==> config.mk <==
export PLATFORM = sky130hd
export DESIGN_NAME = qenc_counter
export DESIGN_NICKNAME = d
export VERILOG_FILES = /design/src/rtl/qenc_pkg.sv /design/src/rtl/qenc_sync.sv /design/src/rtl/qenc_decoder.sv /design/src/rtl/qenc_count.sv /design/src/rtl/qenc_counter.sv
export SDC_FILE = /design/constraint.sdc
export NUM_CORES = 1
export LEC_CHECK = 0
export BUFFER_PORTS_ARGS = -buffer_cell sky130_fd_sc_hd__buf_4
export CAP_MARGIN = 20
export CORE_ASPECT_RATIO = 1.1
export CORE_MARGIN = 3
export CORE_UTILIZATION = 33
export CTS_CLUSTER_DIAMETER = 80
export DETAILED_ROUTE_END_ITERATION = 16
export SETUP_SLACK_MARGIN = 0.3
export SLEW_MARGIN = 20
export SYNTH_ARGS = -nofsm -noshare
export SYNTH_HDL_FRONTEND = slang
export SYNTH_SLANG_ARGS = --single-unit
==> constraint.sdc <==
create_clock -name clk -period 2.4 [get_ports clk]
set_input_delay 0.48 -clock clk [delete_from_list [all_inputs] [get_ports clk]]
set_output_delay 0.48 -clock clk [all_outputs]
set_load 0.01 [all_outputs]
==> src/rtl/qenc_pkg.sv <==
package qenc_pkg;

    localparam int AW = 3;

    localparam logic [AW-1:0] ADDR_CTRL  = 3'd0;
    localparam logic [AW-1:0] ADDR_MODE  = 3'd1;
    localparam logic [AW-1:0] ADDR_COUNT = 3'd2;
    localparam logic [AW-1:0] ADDR_CEIL  = 3'd3;
    localparam logic [AW-1:0] ADDR_EVENT = 3'd4;

    // phase state of the sampled pair {A,B}
    typedef enum logic [1:0] {
        PH_00 = 2'b00,
        PH_10 = 2'b10,
        PH_11 = 2'b11,
        PH_01 = 2'b01
    } phase_e;

    typedef enum logic [2:0] {
        MD_CLOCK = 3'd0,
        MD_XA    = 3'd1,
        MD_XB    = 3'd2,
        MD_X4    = 3'd3
    } mode_e;

endpackage

==> src/rtl/qenc_sync.sv <==
module qenc_sync #(
    parameter int N      = 2,
    parameter int STAGES = 2
) (
    input  logic         clk,
    input  logic         rst_n,
    input  logic [N-1:0] din,
    output logic [N-1:0] dout
);

    logic [STAGES-1:0][N-1:0] stg;

    generate
        if (STAGES == 1) begin : g_one
            always_ff @(posedge clk or negedge rst_n) begin
                if (!rst_n) stg <= '0;
                else        stg <= din;
            end
        end else begin : g_chain
            always_ff @(posedge clk or negedge rst_n) begin
                if (!rst_n) stg <= '0;
                else        stg <= {stg[STAGES-2:0], din};
            end
        end
    endgenerate

    assign dout = stg[STAGES-1];

endmodule

==> src/rtl/qenc_decoder.sv <==
module qenc_decoder
    import qenc_pkg::*;
(
    input  logic       clk,
    input  logic       rst_n,
    input  logic [1:0] ab_s,
    input  logic [2:0] mode,
    output logic       step_up,
    output logic       step_dn
);

    phase_e phase_q;
    phase_e ph_fwd;
    phase_e ph_rev;
    logic   a_chg, b_chg;

    // state register: follows the synchronised pair
    always_ff @(posedge clk or negedge rst_n) begin
        if (!rst_n) phase_q <= PH_00;
        else        phase_q <= phase_e'(ab_s);
    end

    // neighbour states of the current phase
    always_comb begin
        unique case (phase_q)
            PH_00: begin ph_fwd = PH_10; ph_rev = PH_01; end
            PH_10: begin ph_fwd = PH_11; ph_rev = PH_00; end
            PH_11: begin ph_fwd = PH_01; ph_rev = PH_10; end
            PH_01: begin ph_fwd = PH_00; ph_rev = PH_11; end
        endcase
    end

    assign a_chg = ab_s[1] ^ phase_q[1];
    assign b_chg = ab_s[0] ^ phase_q[0];

    // output process: turn transitions into steps per mode
    always_comb begin
        step_up = 1'b0;
        step_dn = 1'b0;
        case (mode)
            MD_CLOCK: step_up = 1'b1;
            MD_XA: if (a_chg && !b_chg) begin
                step_up = ab_s[1] ^ ab_s[0];
                step_dn = ~(ab_s[1] ^ ab_s[0]);
            end
            MD_XB: if (b_chg && !a_chg) begin
                step_up = ~(ab_s[1] ^ ab_s[0]);
                step_dn = ab_s[1] ^ ab_s[0];
            end
            MD_X4: if (a_chg ^ b_chg) begin
                step_up = (ab_s == ph_fwd);
                step_dn = (ab_s == ph_rev);
            end
            default: ;
        endcase
    end

endmodule

==> src/rtl/qenc_count.sv <==
module qenc_count #(
    parameter int W = 16
) (
    input  logic         clk,
    input  logic         rst_n,
    input  logic         run,
    input  logic         step_up,
    input  logic         step_dn,
    input  logic         ld,
    input  logic [W-1:0] ld_val,
    input  logic [W-1:0] ceil_act,
    output logic [W-1:0] count,
    output logic         down
);

    logic ld_ok;
    assign ld_ok = ld && (ld_val <= ceil_act);

    always_ff @(posedge clk or negedge rst_n) begin
        if (!rst_n) begin
            count <= '0;
            down  <= 1'b0;
        end else if (ld_ok) begin
            count <= ld_val;
        end else if (run && step_up) begin
            count <= (count >= ceil_act) ? '0 : count + 1'b1;
            down  <= 1'b0;
        end else if (run && step_dn) begin
            count <= (count == '0 || count > ceil_act) ? ceil_act : count - 1'b1;
            down  <= 1'b1;
        end
    end

endmodule

==> src/rtl/qenc_counter.sv <==
module qenc_counter
    import qenc_pkg::*;
#(
    parameter int CW = 16,
    parameter int SYNC_STAGES = 2
) (
    input  logic          clk,
    input  logic          rst_n,
    input  logic          bus_wr,
    input  logic [2:0]    bus_addr,
    input  logic [CW-1:0] bus_wdata,
    output logic [CW-1:0] bus_rdata,
    input  logic          enc_a,
    input  logic          enc_b,
    output logic [CW-1:0] count_o,
    output logic          down_o
);

    localparam logic [CW-1:0] CEIL_RST = '1;

    logic          run_q, pre_q;
    logic [2:0]    mode_q;
    logic [CW-1:0] ceil_pre_q, ceil_act_q;
    logic [1:0]    ab_s;
    logic          step_up, step_dn;
    logic          wr_ctrl, wr_mode, wr_cnt, wr_ceil, wr_evt;

    assign wr_ctrl = bus_wr && bus_addr == ADDR_CTRL;
    assign wr_mode = bus_wr && bus_addr == ADDR_MODE;
    assign wr_cnt  = bus_wr && bus_addr == ADDR_COUNT;
    assign wr_ceil = bus_wr && bus_addr == ADDR_CEIL;
    assign wr_evt  = bus_wr && bus_addr == ADDR_EVENT && bus_wdata[0];

    always_ff @(posedge clk or negedge rst_n) begin
        if (!rst_n) begin
            run_q      <= 1'b0;
            pre_q      <= 1'b0;
            mode_q     <= '0;
            ceil_pre_q <= CEIL_RST;
            ceil_act_q <= CEIL_RST;
        end else begin
            if (wr_ctrl) begin
                run_q <= bus_wdata[0];
                pre_q <= bus_wdata[1];
            end
            if (wr_mode) mode_q <= bus_wdata[2:0];
            if (wr_ceil) begin
                ceil_pre_q <= bus_wdata;
                if (!pre_q) ceil_act_q <= bus_wdata;
            end
            if (wr_evt) ceil_act_q <= ceil_pre_q;
        end
    end

    always_comb begin
        bus_rdata = '0;
        case (bus_addr)
            ADDR_CTRL:  bus_rdata[2:0] = {down_o, pre_q, run_q};
            ADDR_MODE:  bus_rdata[2:0] = mode_q;
            ADDR_COUNT: bus_rdata = count_o;
            ADDR_CEIL:  bus_rdata = ceil_pre_q;
            default:    bus_rdata = '0;
        endcase
    end

    qenc_sync #(.N(2), .STAGES(SYNC_STAGES)) u_sync (
        .clk  (clk),
        .rst_n(rst_n),
        .din  ({enc_a, enc_b}),
        .dout (ab_s)
    );

    qenc_decoder u_dec (
        .clk    (clk),
        .rst_n  (rst_n),
        .ab_s   (ab_s),
        .mode   (mode_q),
        .step_up(step_up),
        .step_dn(step_dn)
    );

    qenc_count #(.W(CW)) u_cnt (
        .clk     (clk),
        .rst_n   (rst_n),
        .run     (run_q),
        .step_up (step_up),
        .step_dn (step_dn),
        .ld      (wr_cnt),
        .ld_val  (bus_wdata),
        .ceil_act(ceil_act_q),
        .count   (count_o),
        .down    (down_o)
    );

endmodule

# Word level (Yosys, flattened, before mapping)
# Index checks and enable logic that the tools add are counted.
[op_classes]
n_lt_le_gt_ge = 3
reduce_logical = 23
bitwise_logic = 6
eq_ne = 13
mux = 22
add_sub_neg = 2
[ops]
columns = ["cell", "count"]
rows = [
  ["$mux 16", 8],
  ["$pmux 13 s2", 1],
  ["$add 16x1->16 const B", 1],
  ["$ge 16x16->1", 1],
  ["$gt 16x16->1", 1],
  ["$le 16x16->1", 1],
  ["$logic_not 16->1", 1],
  ["$pmux 2 s4", 2],
  ["$sub 16x1->16 const B", 1],
  ["$eq 3x2->1 const B", 4],
  ["$pmux 3 s4", 1],
  ["$logic_and 1x1->1", 11],
  ["$mux 1", 8],
  ["$eq 3x1->1 const B", 2],
  ["$logic_not 3->1", 2],
  ["$eq 2x2->1", 2],
  ["$eq 2x2->1 const B", 2],
  ["$pmux 1 s4", 1],
  ["$reduce_and 2->1", 2],
  ["$reduce_bool 2->1", 2],
  ["$xor 1x1->1", 4],
  ["$eq 3x3->1 const B", 1],
  ["$pmux 1 s3", 1],
  ["$reduce_bool 3->1", 1],
  ["6 further kinds", 8],
]
[totals]
in_bits = 24
ff_bits = 60
elab_cells = 79

# Longest topological paths before layout
# Gate-level depths: netlist of the first run.
[depth]
ltp_word = 9
ltp_mapped = 12
ltp_nobuf = 10

# By module
# Synthesis of the first run repeated with hierarchy kept, for this count alone.
[hier_totals]
hier_cells = 518
area_unflattened_um2 = 4788.3
[by_module_without_submodules]
columns = ["module", "instances", "cells_per_inst", "seq_area_each_um2", "area_each_um2"]
rows = [
  ["qenc_count", 1, 345, 425.4, 2543.7],
  ["qenc_counter", 1, 145, 965.9, 1924.3],
  ["qenc_decoder", 1, 22, 50.0, 205.2],
  ["qenc_sync", 1, 6, 100.1, 115.1],
]

# Worst setup path after synthesis of the first run
# OpenSTA, ideal clock, no wires.
[synth_timing]
path_kind = "register -> register"
startpoint = "reg ceil_act_q[1]"
endpoint = "reg u_cnt.count[11]"
n_path_buf = 3
arrival_ns = 2.414
t_required_ns = 2.269
path_stages_with_launch = 13
setup_time_ns = 0.131
path_slack_ns = -0.145
synth_period_minus_slack_ns = 2.545
cell_sequence = "dfstp_2 inv_1 ha_1 nor2b_1 o211ai_1 a2111o_1 a31o_1 buf_6 and2_4 buf_6 buf_2 mux2i_1 o22ai_1"
[synth_between]
elab_chain_cells = 6
[synth_lines]
columns = ["element", "line", "source"]
rows = [
  ["start, declared", "qenc_counter.sv:23", "logic [CW-1:0] ceil_pre_q, ceil_act_q;"],
  ["start signal, assigned", "qenc_counter.sv:49", "if (!pre_q) ceil_act_q <= bus_wdata;"],
  ["start signal, assigned", "qenc_counter.sv:51", "if (wr_evt) ceil_act_q <= ceil_pre_q;"],
  ["$gt 16x16->1", "qenc_count.sv:29", "count <= (count == '0 || count > ceil_act) ? ceil_act : count - 1'b1;"],
  ["$logic_or 1x1->1", "qenc_count.sv:29", ""],
  ["$mux 16", "qenc_count.sv:29", ""],
  ["$mux 16", "qenc_count.sv:28", "end else if (run && step_dn) begin"],
  ["$mux 16", "qenc_count.sv:25", "end else if (run && step_up) begin"],
  ["$mux 16", "qenc_count.sv:23", "end else if (ld_ok) begin"],
  ["end signal, assigned", "qenc_count.sv:24", "count <= ld_val;"],
  ["end signal, assigned", "qenc_count.sv:26", "count <= (count >= ceil_act) ? '0 : count + 1'b1;"],
  ["end signal, assigned", "qenc_count.sv:29", ""],
  ["end, declared", "qenc_count.sv:12", "output logic [W-1:0] count,"],
]
# Several ways; a longest one is shown, not always the timed one. The select of a mux whose other input is x is not followed.
# A chain may end at the register's enable or synchronous reset.

# Final worst setup path of the first run
[layout_timing]
startpoint = "reg ceil_act_q[14]"
endpoint = "reg u_cnt.count[0]"
# The elaborated chain is that of the path after synthesis.

==> results of run 1 <==
==> cell families (layout without fill, tap and decap cells) <==
kind of cell / count (synthesis) / count (layout) / synth area share
fa+ha+maj: 37 / 37 / 0.0993
flops: 60 / 60 / 0.331
compound gates: 119 / 119 / 0.162
buf+inv: 53 / 197 / 0.0507
simple gates: 159 / 160 / 0.174
mux: 57 / 57 / 0.136
xor+xnor: 25 / 25 / 0.0470
==> where the power goes <==
| part | leakage [nW] | internal, mW | switching [mW] |
|---|---|---|---|
| Combinational | 2.24 | 2.14 | 2.20 |
| Clock | 0.173 | 1.07 | 0.486 |
| Sequential | 0.660 | 1.41 | 0.263 |
| Total | 3.07 | 4.63 | 2.95 |
==> layer usage <==
layer | part of all wire | GRT usage | wire length (um)
met1 | 0.43 | 0.257 | 6990
met4 | 0.022 | 0.0755 | 363
met2 | 0.51 | 0.370 | 8230
met3 | 0.037 | 0.0306 | 601
met5 | 0 | 0 | 0
==> final cells by class <==
class | instances | area [um2]
Fill cell | 1233 | 6610
Multi-Input combinational cell | 398 | 3320
Sequential cell | 60 | 1540
Timing Repair Buffer | 159 | 1350
Clock buffer | 12 | 256
Tap cell | 184 | 230
Clock inverter | 4 | 95.1
Inverter | 22 | 85.1
==> repair_timing <==
| action | CTS | global route |
|---|---|---|
| gates cloned | 2 | 0 |
| pin swaps | 15 | 25 |
| setup buffers | 16 | 6 |
| setup endpoints to repair | 20 | 20 |
| hold endpoints to repair | 0 | 0 |
| resized for setup | 35 | 37 |
==> worst paths after layout <==
kind                            slack [ps]                  startpoint                     endpoint  cells past startpoint
worst max-delay path                  -170  ceil_act_q[14]$_DFFE_PN1P_   u_cnt.count[0]$_DFFE_PN0P_                     10
worst min-delay path                   240                       rst_n  u_cnt.count[14]$_DFFE_PN0P_                      1
worst max register to register        -170  ceil_act_q[14]$_DFFE_PN1P_   u_cnt.count[0]$_DFFE_PN0P_                     10
worst min register to register         350     u_sync.stg[1]$_DFF_PN0_     u_sync.dout[1]$_DFF_PN0_                      0
max in group asynchronous             1620                       rst_n            run_q$_DFFE_PN0P_                      1
min in group clk                       240                       enc_b      u_sync.stg[0]$_DFF_PN0_                      1
==> worst reg2reg max path, stage by stage, from the launching register on <==
cell and delay (ps):
dfstp_2 540, inv_2 60, ha_4 230, a21oi_2 120, nand2_1 80, a2111o_1 430
o41ai_4 460, buf_4 220, buf_4 120, a211oi_2 40, a211oi_2 190
==> cells in the final DEF, fill, tap and decap left out, drive strengths merged, types with 5 or more instances in the layout <==
cell / count
a211oi: 10
a21oi: 46
buf: 159
clkbuf: 12
dfrtp: 28
dfstp: 32
ha: 37
inv: 22
mux2: 20
mux2i: 34
nand2: 25
nand2b: 6
nand3: 14
nand4: 14
nor2: 52
nor2b: 9
nor3: 16
nor4: 5
o21ai: 21
o21bai: 6
o22ai: 7
o31ai: 6
xnor2: 12
xor2: 13
==> state kept, by name (all words and copies together) (netlist names) <==
register and count:
u_sync.dout 2, u_cnt.count 16, pre_q 1, u_dec.phase_q 2, ceil_pre_q 16, mode_q 3
u_cnt.down 1, ceil_act_q 16, run_q 1, u_sync.stg 2
==> stage by stage <==
| stage | utilization | total power, mW | cells |
|---|---|---|---|
| after floorplan | - | 3.82 | 510 |
| after CTS | 0.489 | 7.34 | 833 |
| after detailed placement | 0.437 | 5.26 | 799 |
| final | 0.510 | 7.57 | 839 |
| after global placement | 0.437 | 5.18 | 799 |
| after global routing | 0.510 | 8.06 | 839 |
==> metrics.txt, run 1 <==
largest net degree at the start of global routing=61; IO Pins=57; CTS Buf Count=9; Final Max Tran Viols=0; Rel. slew slack=0.455; CP peak stage delay=540 ps; asr flop ratio synth=1.00; fin worst setup slack=-166 ps; count leader, synth=nor2_1; Clk Latency, worst-skew pair=340 ps; DR pass1 iterations=5; crit start category=register; TritonCTS clock tree=yes; initial antenna violation count=0; GR Overflow Total=0; Crit Path Class=register to register; Slew @ Worst Pin=818 ps; hold buffer count at CTS=0; sequential cell area fraction in the yosys report=0.331; CP Capture Type=register; pre-CTS setup slack=-217 ps; register bit total from synthesis=60; clock buffer depth=2; initial cell density of the core=0.346; DRC viols=0; Routed WL=16200 um; Finish-stage setup viols=17; Synth Cell Area=4660 um2; Die H=131 um; worst-path fanout max=4; number of synthesized flops with an enable pin=0; shortest period the worst path allows=2570 ps; CP max stage cell=dfstp_2; CP Data Required Time=2650 ps; Post-Layout Inst Area=6880 um2; Root Driver=clkbuf_16; highest clock rate=390 MHz; Hold Fails Final Rpt=0; post-synth top area cell=dfstp_2; Pwr Density=1100 nW/um2; Final #Nets=711; ANT nets after route=0; placed cell areas=5890 um2; Worst VDD drop=0.000503 V; Crit path max-delay family=compound AO/OA/AOI/OAI gates; via-per-instance ratio=5.38; number of library cell types mapped by synthesis=55; Placeable Area=13500 um2; outcome=complete, but fails checks; Mapped Cells=510; DRT iter0 DRCs=280; Die Wd=119 um; IO Port Bufs=56; routability cong.=0.903; RSZ-0062 raised after global routing=yes; syn_nets=571; Syn-to-layout area delta=47.6%; hold_ws=238 ps; Setup TNS Final=-1780 ps; Detailed Place HPWL=11400 um; clock transition at the registers of the reported paths=50 ps; GR Util All Layers=0.208; top_reg_cell synth=dfstp_2; total die area=15600 um2; # rows=44; ranking of synthesized cells by area=dfstp_2 18%, dfrtp_1 15%, ha_1 9.9%, mux2i_1 7.3%, a21oi_1 4.9%; vias in the first global route=4634; first-pass GRT wire length=25000 um; H-tree Lvls=3; Vias=4512; Pleak=3.07 nW; Avg WL per Cell=19.3 um; WP buf/inv=3; Synth top cells by count=52 x nor2_1, 46 x a21oi_1, 37 x ha_1, 34 x mux2i_1, 32 x dfstp_2; share of cells above drive strength 1=0.444; final cycle utilization of the critical path=1.07; area share of the largest cell type after synthesis=0.180; Ys Warns=0; crit-path cells=inv_2 -> ha_4 -> a21oi_2 -> nand2_1 -> a2111o_1 -> o41ai_4 -> buf_4 -> buf_4 -> a211oi_2 -> a211oi_2; Final Skew=4.20 ps; WP data arrival=2820 ps; Hold Crit Class=input port to asynchronous set/reset pin; Clock Sinks=60; antenna diode count=0; Avg Cell Area, Syn=9.14 um2; MaxCap Viol Count=0; failing checks=negative setup slack
No activity file was read; power rests on OpenSTA's default activity.
==> run 2: changes to the inputs <==
Settings changed: BUFFER_PORTS_ARGS -buffer_cell sky130_fd_sc_hd__buf_4 to -buffer_cell sky130_fd_sc_hd__buf_2.
==> run 2 against run 1 <==
Compared with the run above:
- the run still ends with negative setup slack left
- total power fell by 3.4%
- largest cell class unchanged
- register-to-register slack improved by 20 ps
- cell area fell by 2.9%
- critical path type unchanged
- sequential share of layout area rose by 0.67 points
- via count rose by 2.1%
- critical path depth rose by 1
==> metrics.txt, run 2 (synthesis results as in run 1) <==
outcome=complete, but fails checks; failing checks=negative setup slack; CTS Buf Count=9 (unchanged); reg2reg path depth=11 (+1); first-pass GRT wire length=25100 um (+0.77%); Final Skew=5.62 ps (+1.42 ps); Final #Nets=718 (+0.98%); shortest period the worst path allows=2540 ps (-22.4 ps); Die H=131 um (unchanged); hold_ws=242 ps (+3.88 ps); Hold Fails Final Rpt=0 (unchanged); CP Capture Type=register; H-tree Lvls=3 (unchanged); TritonCTS clock tree=yes; CP Data Required Time=2650 ps (about the same); commonest non-fill, non-tap cell in the layout=buf_4; Crit Path Class=register to register; Pwr Density=1100 nW/um2 (-0.48%); GR Overflow Total=0 (unchanged); Avg WL per Cell=18.7 um (-3.1%); Hold Crit Depth=1; Top Registers=ceil_act_q x16, ceil_pre_q x16, u_cnt.count x16; placed insts=811 (+1.5%); IO Port Bufs=56 (unchanged); crit start category=register; DRC viols=0 (unchanged); WP data arrival=2800 ps (-20 ps); fin worst setup slack=-144 ps (+22.4 ps); Clk Latency, worst-skew pair=340 ps (about the same); R2R Setup Slk=-140 ps (+20 ps); IO Pins=57 (unchanged); Setup TNS Final=-1260 ps (+526 ps); Worst Min Path Start=enc_a; total die area=15600 um2 (unchanged); ANT nets after route=0 (unchanged); Die Wd=119 um (unchanged); pre-CTS setup slack=-260 ps (-43.5 ps); Vias=4605 (+2.1%); Pleak=3.02 nW (-1.7%); hold buffer count at CTS=0 (unchanged); DR pass1 iterations=5 (unchanged); Worst VDD drop=0.000583 V (+16%); GR Util All Layers=0.207 (-0.000299); MaxCap Viol Count=0 (unchanged); share of cells above drive strength 1=0.458 (+0.0134); Finished Layout Cells=846 (+0.83%); DRT iter0 DRCs=211 (-25%); RSZ-0062 raised after global routing=yes; largest net degree at the start of global routing=61 (unchanged); Final Max Tran Viols=0 (unchanged); Rel. slew slack=0.466 (+0.0108); vias in the first global route=4662 (+0.60%); initial cell density of the core=0.346 (unchanged); Finish-stage setup viols=16 (-1); Detailed Place HPWL=11400 um (about the same); r2r endpoint=u_cnt.count[12]$_DFFE_PN0P_; Pwr Total=7.32 mW (-3.4%); hold-critical path endpoint=u_sync.stg[1]$_DFF_PN0_; Placeable Area=13500 um2 (unchanged); routability cong.=0.887 (-1.8%); initial antenna violation count=0 (unchanged); via-per-instance ratio=5.44 (+1.2%); most frequent cells in the layout=94 x buf_4, 53 x buf_2, 50 x nor2_1, 42 x a21oi_1; Routed WL=15800 um (-2.3%); clock transition at the registers of the reported paths=60 ps (about the same); worst-path fanout max=7 (+3); Root Driver=clkbuf_16; Hold Crit Class=input port to register; clock buffer depth=2 (unchanged); Clock Sinks=60 (unchanged); # rows=44 (unchanged); final cycle utilization of the critical path=1.06 (-0.00934); antenna diode count=0 (unchanged); highest clock rate=393 MHz (+0.88%); Slew @ Worst Pin=802 ps (-16.2 ps); r2r startpoint=ceil_act_q[5]$_DFFE_PN1P_; Syn-to-layout area delta=43.3%
-- run 2: changes by cell type in the layout (fill, tap and decap cells not counted), moves of 3 or more --
cell / before / now
buf_2: 0 / 53
buf_4: 140 / 94
inv_1: 16 / 10
buf_12: 8 / 3
buf_6: 10 / 14
inv_2: 5 / 9
a21oi_1: 39 / 42
a21oi_2: 7 / 4
clkinv_4: 0 / 3
nor2b_1: 7 / 4
o31ai_4: 4 / 1
-- run 2: layer usage --
| metal | GRT usage | vias up | part of all wire |
|---|---|---|---|
| li1 | - | 2164 | - |
| met1 | 0.264 | 2282 | 0.43 |
| met2 | 0.352 | 126 | 0.50 |
| met3 | 0.0258 | 33 | 0.034 |
| met4 | 0.102 | 0 | 0.034 |
| met5 | 0 | - | 0 |
-- run 2: cell type report --
type / instances / area (um2)
clock buffers: 9 / 225
clock inverters: 7 / 101
fillers: 1262 / 6800
inverters: 22 / 90.1
multi-input cells: 399 / 3300
flip-flops and latches: 60 / 1540
well taps: 184 / 230
repair buffers: 165 / 1200
-- run 2: worst max-delay path by stage --
stage,slack [ps],start,to,cells after the start
after global routing,-220,ceil_act_q[1]$_DFFE_PN1P_,u_cnt.count[0]$_DFFE_PN0P_,10
after floorplan,-100,ceil_act_q[1]$_DFFE_PN1P_,u_cnt.count[10]$_DFFE_PN0P_,11
final,-140,ceil_act_q[5]$_DFFE_PN1P_,u_cnt.count[12]$_DFFE_PN0P_,11
after global placement,-180,ceil_act_q[7]$_DFFE_PN1P_,u_cnt.count[9]$_DFFE_PN0P_,10
after CTS,-130,ceil_act_q[1]$_DFFE_PN1P_,u_cnt.count[4]$_DFFE_PN0P_,10
after detailed placement,-260,ceil_act_q[7]$_DFFE_PN1P_,u_cnt.count[9]$_DFFE_PN0P_,10
-- run 2: timing repair --
action                                  CTS  global route
pin swaps                                18            14
endpoints found under the setup margin   20            21
gates resized for setup                  53            29
gates cloned                              2             0
buffers inserted                          8             9
-- run 2: stage by stage --
| stage | util | area (um2) |
|---|---|---|
| after global routing | 0.496 | 6680 |
| after floorplan | - | 4730 |
| after global placement | 0.431 | 5810 |
| after CTS | 0.483 | 6520 |
| final | 0.496 | 6680 |
| after detailed placement | 0.431 | 5810 |
-- run 2: power by group --
group | switching, mW | leakage [nW] | internal (mW)
Sequential | 0.258 | 0.660 | 1.41
Combinational | 2.18 | 2.21 | 2.04
Clock | 0.516 | 0.152 | 0.913
-- run 2: critical path, stage by stage, from the launching register on --
cell and delay (ps):
dfstp_2 550, inv_4 50, ha_4 260, a21oi_1 60, o21ai_0 430, a2bb2oi_2 150
a31o_1 230, and2_4 220, buf_6 130, buf_6 100, mux2i_1 100, o22ai_1 170
==> run 3: changes to the inputs <==
Settings changed: SETUP_SLACK_MARGIN 0.3 to 0.5.
==> run 3 against run 2 <==
Compared with the run above:
- the flow still finishes with violations (negative setup slack)
- clock skew about the same
- global-route usage increased by 0.35 points
- critical path depth decreased by 2
- maximum frequency decreased by 1.9%
- non-clock buffer count increased by 4
- worst setup slack got worse by 50 ps
- register-to-register slack got worse by 50 ps
==> metrics.txt, run 3 (synthesis results as in run 1) <==
vias in the first global route=4792 (+2.8%); hold buffer count at CTS=0 (unchanged); initial cell density of the core=0.346 (unchanged); Vias=4636 (+0.67%); FILL cells=1243 (-1.5%); Syn-to-layout area delta=43.6%; r2r startpoint=ceil_act_q[14]$_DFFE_PN1P_; DRT iter0 DRCs=369 (+75%); shortest period the worst path allows=2590 ps (+50.4 ps); pre-CTS setup slack=-305 ps (-44.4 ps); internal power=4.29 mW (-1.7%); total die area=15600 um2 (unchanged); Detailed Place HPWL=11700 um (+2.6%); via-per-instance ratio=5.46 (+0.32%); Die H=131 um (unchanged); largest net degree at the start of global routing=33 (-46%); fin worst setup slack=-194 ps (-50.4 ps); initial antenna violation count=0 (unchanged); GR Util All Layers=0.211 (+0.00348); Net Sw Frac=0.412 (+0.00800); Root Driver=clkbuf_16; WP buf/inv=2 (-1); Crit path max-delay family=compound AO/OA/AOI/OAI gates; MaxCap Viol Count=0 (unchanged); Pleak=3.02 nW (+0.19%); worst-path fanout max=8 (+1); outcome=complete, but fails checks; WP data arrival=2810 ps (about the same); RSZ-0062 raised after global routing=yes; register share of total power=0.230 (+0.002); DR pass1 iterations=5 (unchanged); Routed WL=16200 um (+2.5%); crit-path cells=inv_4 -> ha_4 -> nand4_1 -> a2111o_1 -> a31o_1 -> buf_4 -> a21o_1 -> a211oi_2 -> a211oi_2; Final Skew=5.45 ps (-0.171 ps); crit start category=register; CP startpoint=ceil_act_q[14]$_DFFE_PN1P_; Rel. slew slack=0.486 (+0.0207); Hold Fails Final Rpt=0 (unchanged); ANT nets after route=0 (unchanged); antenna diode count=0 (unchanged); commonest non-fill, non-tap cell in the layout=buf_4; Die Wd=119 um (unchanged); DRC viols=0 (unchanged); Avg WL per Cell=19.1 um (+2.1%); Placeable Area=13500 um2 (unchanged); Finish-stage setup viols=17 (+1); Final #Nets=721 (+0.42%); H-tree Lvls=3 (unchanged); failing checks=negative setup slack; Final Max Tran Viols=0 (unchanged); routability cong.=0.893 (+0.74%); Top Registers=ceil_act_q x16, ceil_pre_q x16, u_cnt.count x16; Worst path most repeated cell=a211oi_2; IO Pins=57 (unchanged); final cycle utilization of the critical path=1.08 (+0.0210); Clk Latency, worst-skew pair=330 ps (about the same); placed insts=809 (-0.25%); TritonCTS clock tree=yes; Clock Sinks=60 (unchanged); # rows=44 (unchanged); clock buffer depth=2 (unchanged); R2R Setup Slk=-190 ps (-50 ps); highest clock rate=386 MHz (-1.9%); Hold Crit Class=input port to asynchronous set/reset pin; first-pass GRT wire length=25600 um (+1.8%); CP Data Required Time=2620 ps (-30 ps); Finished Layout Cells=849 (+0.35%); Pwr Total=7.29 mW (-0.33%); Slew @ Worst Pin=760 ps (-41.5 ps); Comb pwr share=0.590 (+0.013); share of cells above drive strength 1=0.462 (+0.00395); clock transition at the registers of the reported paths=60 ps (about the same); Worst VDD drop=0.000503 V (-14%); GR Overflow Total=0 (unchanged); CP max stage cell=dfstp_2; CP Capture Type=register; Clock power frac=0.180 (-0.015); Pwr Density=1090 nW/um2 (-0.52%); most frequent cells in the layout=94 x buf_4, 54 x buf_2, 47 x nor2_1, 40 x a21oi_1; CP peak stage delay=550 ps (about the same); switching pwr=3.00 mW (+1.6%); CTS Buf Count=9 (unchanged); Crit Path Class=register to register; IO Port Bufs=56 (unchanged)
[run 3: per-layer routing]
metal  routed length [um]  up-vias  track usage
met2                 8100      148        0.376
met1                 6770     2287        0.255
met4                  609        0       0.0883
li1                     -     2162            -
met5                    0        -            0
met3                  730       39       0.0344
[run 3: final timing paths]
check | depth (start not counted) | end
setup / recovery | 9 | u_cnt.count[0]$_DFFE_PN0P_
hold / removal | 1 | u_cnt.count[7]$_DFFE_PN0P_
setup reg to reg | 9 | u_cnt.count[0]$_DFFE_PN0P_
hold reg to reg | 0 | u_sync.dout[1]$_DFF_PN0_
max in group asynchronous | 2 | ceil_pre_q[3]$_DFFE_PN1P_
min in group clk | 1 | u_sync.stg[0]$_DFF_PN0_
[run 3: per-stage QoR]
step	TNS [ps]	hold slack (ps)	util	area, um2
6_report	-2670	103	0.496	6700
5_1_grt	-4050	116	0.496	6700
4_1_cts	-2110	97.9	0.480	6480
3_5_place_dp	-3970	344	0.431	5810
3_3_place_gp	-3280	341	0.431	5810
2_1_floorplan	-678	184	-	4740
[run 3: layout make-up]
| cell class | instances | area (um2) | share of cell area |
|---|---|---|---|
| clock buffer | 9 | 225 | 0.0336 |
| clock inverter | 7 | 77.6 | 0.0116 |
| tap | 184 | 230 | 0.0344 |
| sequential | 60 | 1540 | 0.230 |
| multi-input combinational | 398 | 3270 | 0.489 |
| inverter | 22 | 87.6 | 0.0131 |
| timing repair buffer | 169 | 1260 | 0.188 |
[run 3: power groups by stage]
stage               Combinational, mW  Sequential, mW  Clock (mW)
detailed placement               3.57            1.65           0
floorplan                        2.08            1.74           0
CTS                              4.01            1.66        1.35
global route                     4.69            1.71        1.39
finish                           4.30            1.68        1.31
global placement                 3.50            1.64           0
[run 3: timing repair]
item,4_1_cts,5_1_grt
endpoints found under the setup margin,28,22
setup buffers,16,7
pin swaps,17,14
gates resized for setup,46,34
endpoints found under the hold margin,0,0
gates cloned,1,0
